## config.mk

```make
export PLATFORM = sky130hd
export DESIGN_NAME = tx_level_seq
export DESIGN_NICKNAME = d
export VERILOG_FILES = /design/src/rtl/tx_seq_pkg.sv /design/src/rtl/seq_table.sv /design/src/rtl/prf_timer.sv /design/src/rtl/step_ctrl.sv /design/src/rtl/tx_level_seq.sv
export SDC_FILE = /design/constraint.sdc
export NUM_CORES = 1
export LEC_CHECK = 0
export ABC_CLOCK_PERIOD_IN_PS = 4100
export BUFFER_PORTS_ARGS = -buffer_cell sky130_fd_sc_hd__buf_2
export CAP_MARGIN = 10
export CORE_MARGIN = 2
export CORE_UTILIZATION = 55
export DETAILED_ROUTE_END_ITERATION = 6
export GPL_TIMING_DRIVEN = 0
export PLACE_DENSITY = 0.77
export SLEW_MARGIN = 20
export SYNTH_ARGS = -nofsm -noshare
export SYNTH_HDL_FRONTEND = slang
export SYNTH_SLANG_ARGS = --single-unit
```

## constraint.sdc

```tcl
create_clock -name clk_i -period 4.1 [get_ports clk_i]
set_input_delay 0.615 -clock clk_i [delete_from_list [all_inputs] [get_ports clk_i]]
set_output_delay 0.615 -clock clk_i [all_outputs]
set_load 0.05 [all_outputs]
```

## src/rtl/tx_seq_pkg.sv

```systemverilog
package tx_seq_pkg;
  localparam int unsigned N_LEVELS = 5;

  localparam logic [2:0] CODE_CLAMP = 3'd0;
  localparam logic [2:0] CODE_POS0  = 3'd1;
  localparam logic [2:0] CODE_NEG0  = 3'd2;
  localparam logic [2:0] CODE_POS1  = 3'd3;
  localparam logic [2:0] CODE_NEG1  = 3'd4;
  localparam logic [2:0] CODE_END   = 3'd7;

  typedef struct packed {
    logic       dwell;
    logic [2:0] code;
  } seq_entry_t;

  localparam logic [N_LEVELS-1:0] LEVEL_CLAMP = N_LEVELS'(1);

  function automatic logic is_end(input logic [2:0] code);
    return code > CODE_NEG1;
  endfunction

  function automatic logic [N_LEVELS-1:0] to_onehot(input logic [2:0] code);
    logic [N_LEVELS-1:0] oh;
    oh = '0;
    if (is_end(code)) oh = LEVEL_CLAMP;
    else              oh[code] = 1'b1;
    return oh;
  endfunction
endpackage

```

## src/rtl/seq_table.sv

```systemverilog
module seq_table
  import tx_seq_pkg::*;
#(
  parameter int unsigned DEPTH = 32,
  localparam int unsigned AW   = $clog2(DEPTH)
) (
  input  logic          clk_i,
  input  logic          rst_ni,
  input  logic          wr_en_i,
  input  logic [AW-1:0] wr_addr_i,
  input  seq_entry_t    wr_data_i,
  input  logic [AW-1:0] rd_addr_i,
  output seq_entry_t    rd_data_o
);
  seq_entry_t mem_q [DEPTH];

  always_ff @(posedge clk_i or negedge rst_ni) begin
    if (!rst_ni) begin
      for (int i = 0; i < DEPTH; i++) mem_q[i] <= '{dwell: 1'b0, code: CODE_END};
    end else if (wr_en_i) begin
      mem_q[wr_addr_i] <= wr_data_i;
    end
  end

  assign rd_data_o = mem_q[rd_addr_i];
endmodule

```

## src/rtl/prf_timer.sv

```systemverilog
module prf_timer #(
  parameter int unsigned TW = 16
) (
  input  logic          clk_i,
  input  logic          rst_ni,
  input  logic          run_i,
  input  logic [TW-1:0] prf_i,
  output logic          tick_o
);
  logic [TW-1:0] cnt_q;
  logic          wrap;

  // prf_i of 0 behaves like 1
  assign wrap   = ({1'b0, cnt_q} + 1'b1) >= {1'b0, prf_i};
  assign tick_o = run_i && (cnt_q == '0);

  always_ff @(posedge clk_i or negedge rst_ni) begin
    if (!rst_ni)       cnt_q <= '0;
    else if (!run_i)   cnt_q <= '0;
    else if (wrap)     cnt_q <= '0;
    else               cnt_q <= cnt_q + 1'b1;
  end
endmodule

```

## src/rtl/step_ctrl.sv

```systemverilog
module step_ctrl
  import tx_seq_pkg::*;
#(
  parameter int unsigned DEPTH = 32,
  parameter int unsigned TW    = 16,
  localparam int unsigned AW   = $clog2(DEPTH)
) (
  input  logic          clk_i,
  input  logic          rst_ni,
  input  logic          tick_i,
  input  logic          stop_i,
  input  seq_entry_t    entry_i,
  input  logic [TW-1:0] half_tp_i,
  input  logic [TW-1:0] dwell_i,
  output logic [AW-1:0] rd_addr_o,
  output logic          playing_o
);
  localparam logic [AW-1:0] LAST = AW'(DEPTH - 1);

  logic          playing_q;
  logic [AW-1:0] ptr_q;
  logic [TW-1:0] timer_q;
  logic [TW-1:0] dur;
  logic          step_done;

  assign dur       = entry_i.dwell ? dwell_i : half_tp_i;
  assign step_done = ({1'b0, timer_q} + 1'b1) >= {1'b0, dur};

  always_ff @(posedge clk_i or negedge rst_ni) begin
    if (!rst_ni) begin
      playing_q <= 1'b0;
      ptr_q     <= '0;
      timer_q   <= '0;
    end else if (stop_i) begin
      playing_q <= 1'b0;
    end else if (tick_i) begin
      playing_q <= 1'b1;
      ptr_q     <= '0;
      timer_q   <= '0;
    end else if (playing_q) begin
      if (is_end(entry_i.code)) begin
        playing_q <= 1'b0;
      end else if (step_done) begin
        timer_q <= '0;
        if (ptr_q == LAST) playing_q <= 1'b0;
        else               ptr_q     <= ptr_q + 1'b1;
      end else begin
        timer_q <= timer_q + 1'b1;
      end
    end
  end

  assign rd_addr_o = ptr_q;
  assign playing_o = playing_q;
endmodule

```

## src/rtl/tx_level_seq.sv

```systemverilog
module tx_level_seq
  import tx_seq_pkg::*;
#(
  parameter int unsigned DEPTH = 32,
  parameter int unsigned TW    = 16,
  localparam int unsigned AW   = $clog2(DEPTH)
) (
  input  logic                clk_i,
  input  logic                rst_ni,
  input  logic                run_i,
  input  logic                abort_i,
  input  logic                wr_en_i,
  input  logic [AW-1:0]       wr_addr_i,
  input  logic [3:0]          wr_data_i,
  input  logic [TW-1:0]       half_tp_i,
  input  logic [TW-1:0]       dwell_i,
  input  logic [TW-1:0]       prf_i,
  output logic [N_LEVELS-1:0] level_o
);
  logic          tick_w;
  logic          stop_w;
  logic          playing_w;
  logic [AW-1:0] rd_addr_w;
  seq_entry_t    entry_w;

  assign stop_w = abort_i || !run_i;

  seq_table #(.DEPTH(DEPTH)) table_i (
    .clk_i     (clk_i),
    .rst_ni    (rst_ni),
    .wr_en_i   (wr_en_i),
    .wr_addr_i (wr_addr_i),
    .wr_data_i (seq_entry_t'(wr_data_i)),
    .rd_addr_i (rd_addr_w),
    .rd_data_o (entry_w)
  );

  prf_timer #(.TW(TW)) prf_i_u (
    .clk_i  (clk_i),
    .rst_ni (rst_ni),
    .run_i  (run_i),
    .prf_i  (prf_i),
    .tick_o (tick_w)
  );

  step_ctrl #(.DEPTH(DEPTH), .TW(TW)) step_i (
    .clk_i     (clk_i),
    .rst_ni    (rst_ni),
    .tick_i    (tick_w),
    .stop_i    (stop_w),
    .entry_i   (entry_w),
    .half_tp_i (half_tp_i),
    .dwell_i   (dwell_i),
    .rd_addr_o (rd_addr_w),
    .playing_o (playing_w)
  );

  // abort and run gate the level combinationally
  assign level_o = (playing_w && !stop_w) ? to_onehot(entry_w.code) : LEVEL_CLAMP;
endmodule

```

==> impl_metrics.py, run 1 <==
metrics = {
    "run_status": {
        "status": "finished, final reports clean",
    },
    "route": {
        "drtAntennaViolNets": 0,
        "drt_iter0_markers": 404,
        "vias": 6486,
        "drt-total-wl_mm": 21.3,
        "drc": 0,
        "viasPerCell": 5.89,
        "dr.pass1.iters": 5,
        "wire_per_inst_um": 19.3,
    },
    "logic_synthesis": {
        "seq_area_frac_synth": 0.459,
        "synth_xor_area_frac": 0.0273,
        "synthTopCellsByCount": "mux2_2, dfstp_2, dfrtp_1",
        "synth_seq_cells": 166,
        "ys.flop_type": "dfstp_2",
        "synth_top_area_share": 0.271,
        "synth_adder_area_share": 0.0498,
        "yosys.area.top_type": "dfstp_2",
        "ys_types": 63,
        "synth_top_family_by_area": "multiplexers",
        "netlist_instances": 765,
        "synth_area_sq_um": 9310,
        "synth_area_per_cell_sq_um": 12.2,
        "synth_fp_nets": 864,
        "yosysMostFrequentCell": "mux2_2",
        "synth-edff-count": 0,
        "synthMuxAreaShare": 0.254,
        "synthArstFlopShare": 1.00,
        "yosysWarnings": 0,
        "synth_area_leaders": "dfstp_2, dfrtp_1, mux2_2",
        "synth_compound_area_frac": 0.0738,
        "synth-simple-area-share": 0.101,
    },
    "setup_path": {
        "crit_arrival_ns": 4.40,
        "worstSetupEndpointType": "flop",
        "crit_path_max_fanout": 10,
        "ff2ff_setup_slack_ns": 0.05,
        "crit-reg2reg-capture": "step_i.timer_q[12]",
        "crit_path_end": "step_i.timer_q[12]",
        "cp.required_ns": 4.45,
        "worstSetupStartpointType": "flop",
        "worstSetupPathType": "flop to flop",
        "crit_start": "step_i.rd_addr_o[0]",
        "rr_worst_depth": 17,
        "rr_startpoint": "step_i.rd_addr_o[0]",
    },
    "clocking": {
        "clk_pin_slew_ns": 0.06,
        "insertion_delay_ns": 0.43,
        "cts_root_buf": "clkbuf_16",
        "htree_levels": 4,
        "numCtsBuffers": 17,
        "cts_tree": "built",
        "cts_hold_buffers": 0,
        "cts.sink_count": 166,
        "clk_path_buf_depth": 2,
    },
    "timing": {
        "setup_viol": 0,
        "relSlewSlack": 0.460,
        "min_period_ns": 4.05,
        "hold_viol": 0,
        "finClkSkew_ns": 0.00912,
        "drv_slew": 0,
        "fmax_mhz": 247,
        "hold_ws_ns": 0.193,
        "tightest_slew_ns": 0.809,
        "timing.setup.tns_ns": 0,
        "fin_crit_sh": 0.988,
    },
    "final_layout": {
        "diodes": 0,
        "nets": 967,
        "area_growth_pct": 16.0,
        "design_area_sq_um": 10800,
        "instances_no_fill": 1101,
        "layout-drive-gt1-share": 0.457,
        "fillers": 1261,
    },
    "placement": {
        "dp_cells": 1052,
        "io_buffers": 66,
        "dp_hpwl_mm": 15.0,
        "postPlaceCellArea_sq_um": 9950,
        "place_congestion": 0.841,
    },
    "die": {
        "ios": 67,
        "dieArea_sq_um": 18000,
        "rows": 47,
        "start_util": 0.561,
        "core_sq_um": 16600,
        "die_h_um": 134,
        "fp.dieW_um": 134,
    },
    "power": {
        "total_power_uw": 4410,
        "p_leak_uw": 0.00481,
        "p_per_area_nw_per_um2": 409,
        "vdd_ir_drop_max_v": 0.000345,
    },
    "global_route": {
        "grt_antenna_before_repair": 0,
        "overflow": 0,
        "grt_pass1_wl_mm": 33.9,
        "grt_pass1_vias": 6419,
        "grt_max_degree": 85,
        "track_usage": 0.246,
    },
    "hold_path": {
        "hp-class": "primary input to asynchronous set/reset pin",
    },
    "flow_run": {
        "drv_cap": 0,
    },
}
-- how the worst min path moves through the flow --
stage                             from                 end  cells past startpoint
global placement     table_i.mem_q[87]   table_i.mem_q[87]                      1
detailed placement  table_i.mem_q[127]  table_i.mem_q[127]                      1
global route                    rst_ni  table_i.mem_q[107]                      1
floorplan                       rst_ni    prf_i_u.cnt_q[0]                      0
CTS                             rst_ni  table_i.mem_q[123]                      1
finish                          rst_ni  table_i.mem_q[107]                      1
-- layer usage --
layer,up-vias,global-route usage,share of wire
li1,3003,-,-
met1,3246,0.340,0.44
met2,194,0.388,0.48
met3,43,0.0461,0.060
met4,0,0.0959,0.027
met5,-,0,0
-- worst max-delay path: stages (launching register included) --
cell       delay (ns)
dfrtp_2          0.40
buf_12           0.14
buf_4            0.11
mux4_2           0.51
o22ai_2          0.15
nor3_2           0.08
a21oi_4          0.28
buf_6            0.16
mux2_2           0.32
ha_1             0.30
o2111ai_2        0.24
a21oi_2          0.08
o21ai_1          0.14
nand4_1          0.21
or3_4            0.42
buf_6            0.14
buf_12           0.15
o2bb2ai_2        0.14
-- logic make-up (layout without fill, tap and decap cells) --
group           after synthesis  count (layout)
buf+inv                      67             183
compound gates               86              86
mux                         202             202
xor+xnor                     29              29
fa+ha+maj                    37              37
flops                       166             166
simple gates                178             178
-- through the flow --
stage	setup slack, ns	utilization
finish	0.0504	0.651
global route	-0.0907	0.651
floorplan	0.0704	-
global placement	-0.756	0.598
CTS	0.00242	0.639
detailed placement	-0.799	0.600
-- layout by cell type, fill, tap and decap left out, types with 14 or more instances in the layout --
| cell | Yosys | layout |
|---|---|---|
| and3_1 | 19 | 19 |
| ha_1 | 37 | 37 |
| dfrtp_1 | 70 | 69 |
| nand2_1 | 42 | 42 |
| buf_2 | 5 | 67 |
| clkbuf_1 | 14 | 15 |
| a21oi_1 | 17 | 14 |
| clkbuf_16 | 0 | 19 |
| inv_1 | 36 | 36 |
| xnor2_1 | 19 | 19 |
| mux2_2 | 129 | 129 |
| mux2i_1 | 60 | 56 |
| nand3_1 | 27 | 27 |
| dfstp_2 | 96 | 96 |
| buf_4 | 4 | 21 |
| nor2_1 | 29 | 27 |
-- final cells by class --
class | instances | area, sq um | share of cell area
Timing Repair Buffer | 87 | 543 | 0.0503
Multi-Input combinational cell | 532 | 4790 | 0.443
Tap cell | 220 | 275 | 0.0255
Inverter | 37 | 139 | 0.0129
Sequential cell | 166 | 4280 | 0.396
Clock inverter | 11 | 100 | 0.00928
Clock buffer | 21 | 472 | 0.0437
Buffer | 27 | 201 | 0.0187
-- power by group --
part / total, uW / switching, uW / leakage (uW) / internal [uW]
clock: 1540 / 654 / 0.000278 / 887
sequential: 2160 / 135 / 0.00194 / 2020
combinational: 716 / 325 / 0.00259 / 391
-- sequential cells by signal (all words and copies together) (netlist names) --
register / count
step_i.timer_q: 16
step_i.playing_o: 1
prf_i_u.cnt_q: 16
step_i.rd_addr_o: 5
table_i.mem_q: 128
-- repair_timing --
action | 4_1_cts | 5_1_grt
cloned | 0 | 1
gates resized for setup | 8 | 26
endpoints found under the setup margin | 22 | 21
buffers inserted | 8 | 11
pin swaps | 2 | 8
Note: power is estimated with default switching activity, not from simulation.
==> inputs of run 2 (changes only) <==
--- a/config.mk
+++ b/config.mk
@@ -8,10 +8,11 @@
 export ABC_CLOCK_PERIOD_IN_PS = 4100
 export BUFFER_PORTS_ARGS = -buffer_cell sky130_fd_sc_hd__buf_2
 export CAP_MARGIN = 10
-export CORE_MARGIN = 2
+export CORE_MARGIN = 3
 export CORE_UTILIZATION = 55
 export DETAILED_ROUTE_END_ITERATION = 6
 export GPL_TIMING_DRIVEN = 0
+export MAX_ROUTING_LAYER = met4
 export PLACE_DENSITY = 0.77
 export SLEW_MARGIN = 20
 export SYNTH_ARGS = -nofsm -noshare
==> impl_metrics.py, run 2 (synthesized netlist as in run 1, its figures left out) <==
metrics = {
    "die": {
        "dieArea_sq_um": 18500,
        "ios": 67,
        "core_sq_um": 16200,
        "die_h_um": 136,
        "rows": 46,
        "start_util": 0.573,
        "fp.dieW_um": 136,
    },
    "timing": {
        "min_period_ns": 4.08,
        "setup_viol": 0,
        "hold_viol": 0,
        "fmax_mhz": 245,
        "fin_crit_sh": 0.994,
        "hold_ws_ns": 0.156,
        "timing.setup.tns_ns": 0,
        "grt_setup_unrepaired": "yes",
        "finClkSkew_ns": 0.0113,
        "tightest_slew_ns": 0.935,
        "relSlewSlack": 0.375,
        "drv_slew": 0,
    },
    "route": {
        "vias": 6628,
        "viasPerCell": 6.04,
        "wire_per_inst_um": 20.7,
        "drtAntennaViolNets": 0,
        "dr.pass1.iters": 5,
        "drt-total-wl_mm": 22.7,
        "drt_iter0_markers": 422,
        "drc": 0,
    },
    "placement": {
        "io_buffers": 66,
        "dp_hpwl_mm": 16.2,
        "place_congestion": 0.912,
    },
    "setup_path": {
        "cp.required_ns": 4.44,
        "crit_arrival_ns": 4.41,
        "slowest_delay_ns": 0.53,
        "ff2ff_setup_slack_ns": 0.02,
        "rr_worst_depth": 17,
        "crit_path_cell_trace": "buf_12 > buf_4 > mux4_2 > o22ai_2 > nor2_2 > a21oi_4 > buf_6 > mux2_2 > ha_4 > o2111ai_2 > a21oi_2 > o21ai_1 > nand4_1 > nand3b_1 > buf_4 > or3_1 > o31ai_1",
        "worstSetupStartpointType": "flop",
        "cpMaxStageDelayCell": "mux4_2",
        "crit-reg2reg-capture": "step_i.rd_addr_o[3]",
        "crit_path_max_fanout": 7,
        "worstSetupPathType": "flop to flop",
        "crit_top_cell": "buf_4",
        "rr_startpoint": "step_i.rd_addr_o[0]",
        "worstSetupEndpointType": "flop",
    },
    "final_layout": {
        "top_regs": "table_i.mem_q: 128 flops, prf_i_u.cnt_q: 16 flops, step_i.timer_q: 16 flops",
        "fillers": 1218,
        "largest_reg_flops": 128,
        "layout-drive-gt1-share": 0.459,
        "final_common_cell": "mux2_2",
        "layout_common_cells": "mux2_2, dfstp_2, dfrtp_1",
        "fin_util": 0.668,
        "largest-register": "table_i.mem_q",
        "diodes": 0,
        "nets": 968,
        "area_growth_pct": 16.5,
    },
    "global_route": {
        "grt_util_met1": 0.332,
        "grt_pass1_wl_mm": 35.8,
        "track_usage": 0.260,
        "grt_pass1_vias": 6752,
        "busiest_layer": "met2",
        "overflow": 0,
        "grt_antenna_before_repair": 0,
        "grt_util_met3": 0.0503,
        "grtUsageMet2": 0.419,
        "grt_max_degree": 97,
    },
    "clocking": {
        "cts_tree": "built",
        "htree_levels": 4,
        "cts_root_buf": "clkbuf_16",
        "clk_path_buf_depth": 2,
        "cts.sink_count": 166,
        "insertion_delay_ns": 0.44,
        "clk_pin_slew_ns": 0.06,
        "numCtsBuffers": 17,
    },
    "power": {
        "vdd_ir_drop_max_v": 0.000341,
        "p_leak_uw": 0.00483,
        "p_per_area_nw_per_um2": 416,
    },
    "flow_run": {
        "drv_cap": 0,
    },
    "hold_path": {
        "hp-class": "primary input to asynchronous set/reset pin",
    },
    "run_status": {
        "status": "finished, final reports clean",
    },
}
==> run 2: cell types whose count changed in the layout (fill, tap and decap cells not counted), moves of 2 or more <==
cell,before,now
mux2i_2,4,2
mux2i_4,1,3
clkinv_4,4,1
clkbuf_1,15,17
clkbuf_8,1,4
==> run 2: repair_timing <==
action	4_1_cts	5_1_grt
pin swaps	2	17
setup endpoints to repair	22	21
gates resized for setup	17	22
cloned	0	1
hold buffers	0	0
setup buffers	8	12
==> run 2: worst max-delay path: cells and delay by family, from the launching register on <==
| family | cells | cell delay, ns |
|---|---|---|
| and+or+nand+nor | 4 | 0.75 |
| buffers and inverters | 4 | 0.62 |
| adders and majority gates | 1 | 0.27 |
| AOI/OAI and AO/OA | 6 | 1.03 |
| muxes | 2 | 0.88 |
| DFF | 1 | 0.40 |
==> run 2: layout make-up <==
type | instances | area, sq um | share of cell area
buffer | 27 | 194 | 0.0179
clock buffer | 24 | 492 | 0.0453
clock inverter | 8 | 96.3 | 0.00889
inverter | 37 | 139 | 0.0128
multi-input combinational | 532 | 4830 | 0.445
sequential | 166 | 4280 | 0.394
tap | 216 | 270 | 0.0249
timing repair buffer | 88 | 551 | 0.0508
==> run 2: where the power goes <==
part / internal [uW] / leakage (uW) / switching (uW)
clock network: 958 / 0.000290 / 639
logic: 391 / 0.00260 / 345
registers: 2020 / 0.00194 / 150
total: 3370 / 0.00483 / 1130
==> run 2: per-stage QoR <==
stage	area (sq um)	setup WS [ns]	instances	total power [uW]
floorplan	9310	0.0704	765	2620
global placement	9910	-0.872	1047	2790
finish	10800	0.0248	1098	4510
detailed placement	9940	-1.03	1048	2870
CTS	10600	0.00179	1086	4490
global route	10800	-0.0775	1098	4700
==> run 2: worst max-delay path by stage <==
stage | end | slack, ns | from
final | step_i.rd_addr_o[3] | 0.02 | step_i.rd_addr_o[0]
after global routing | level_o[2] | -0.08 | step_i.rd_addr_o[0]
after CTS | step_i.timer_q[13] | 0.002 | step_i.rd_addr_o[0]
after detailed placement | step_i.timer_q[14] | -1.03 | step_i.rd_addr_o[0]
after global placement | step_i.timer_q[14] | -0.87 | step_i.rd_addr_o[0]
after floorplan | step_i.timer_q[0] | 0.07 | step_i.rd_addr_o[0]
==> run 2: routing by layer <==
metal,share of wire,up-vias
li1,-,3008
met5,0,-
met1,0.42,3347
met3,0.053,53
met2,0.50,220
met4,0.027,0
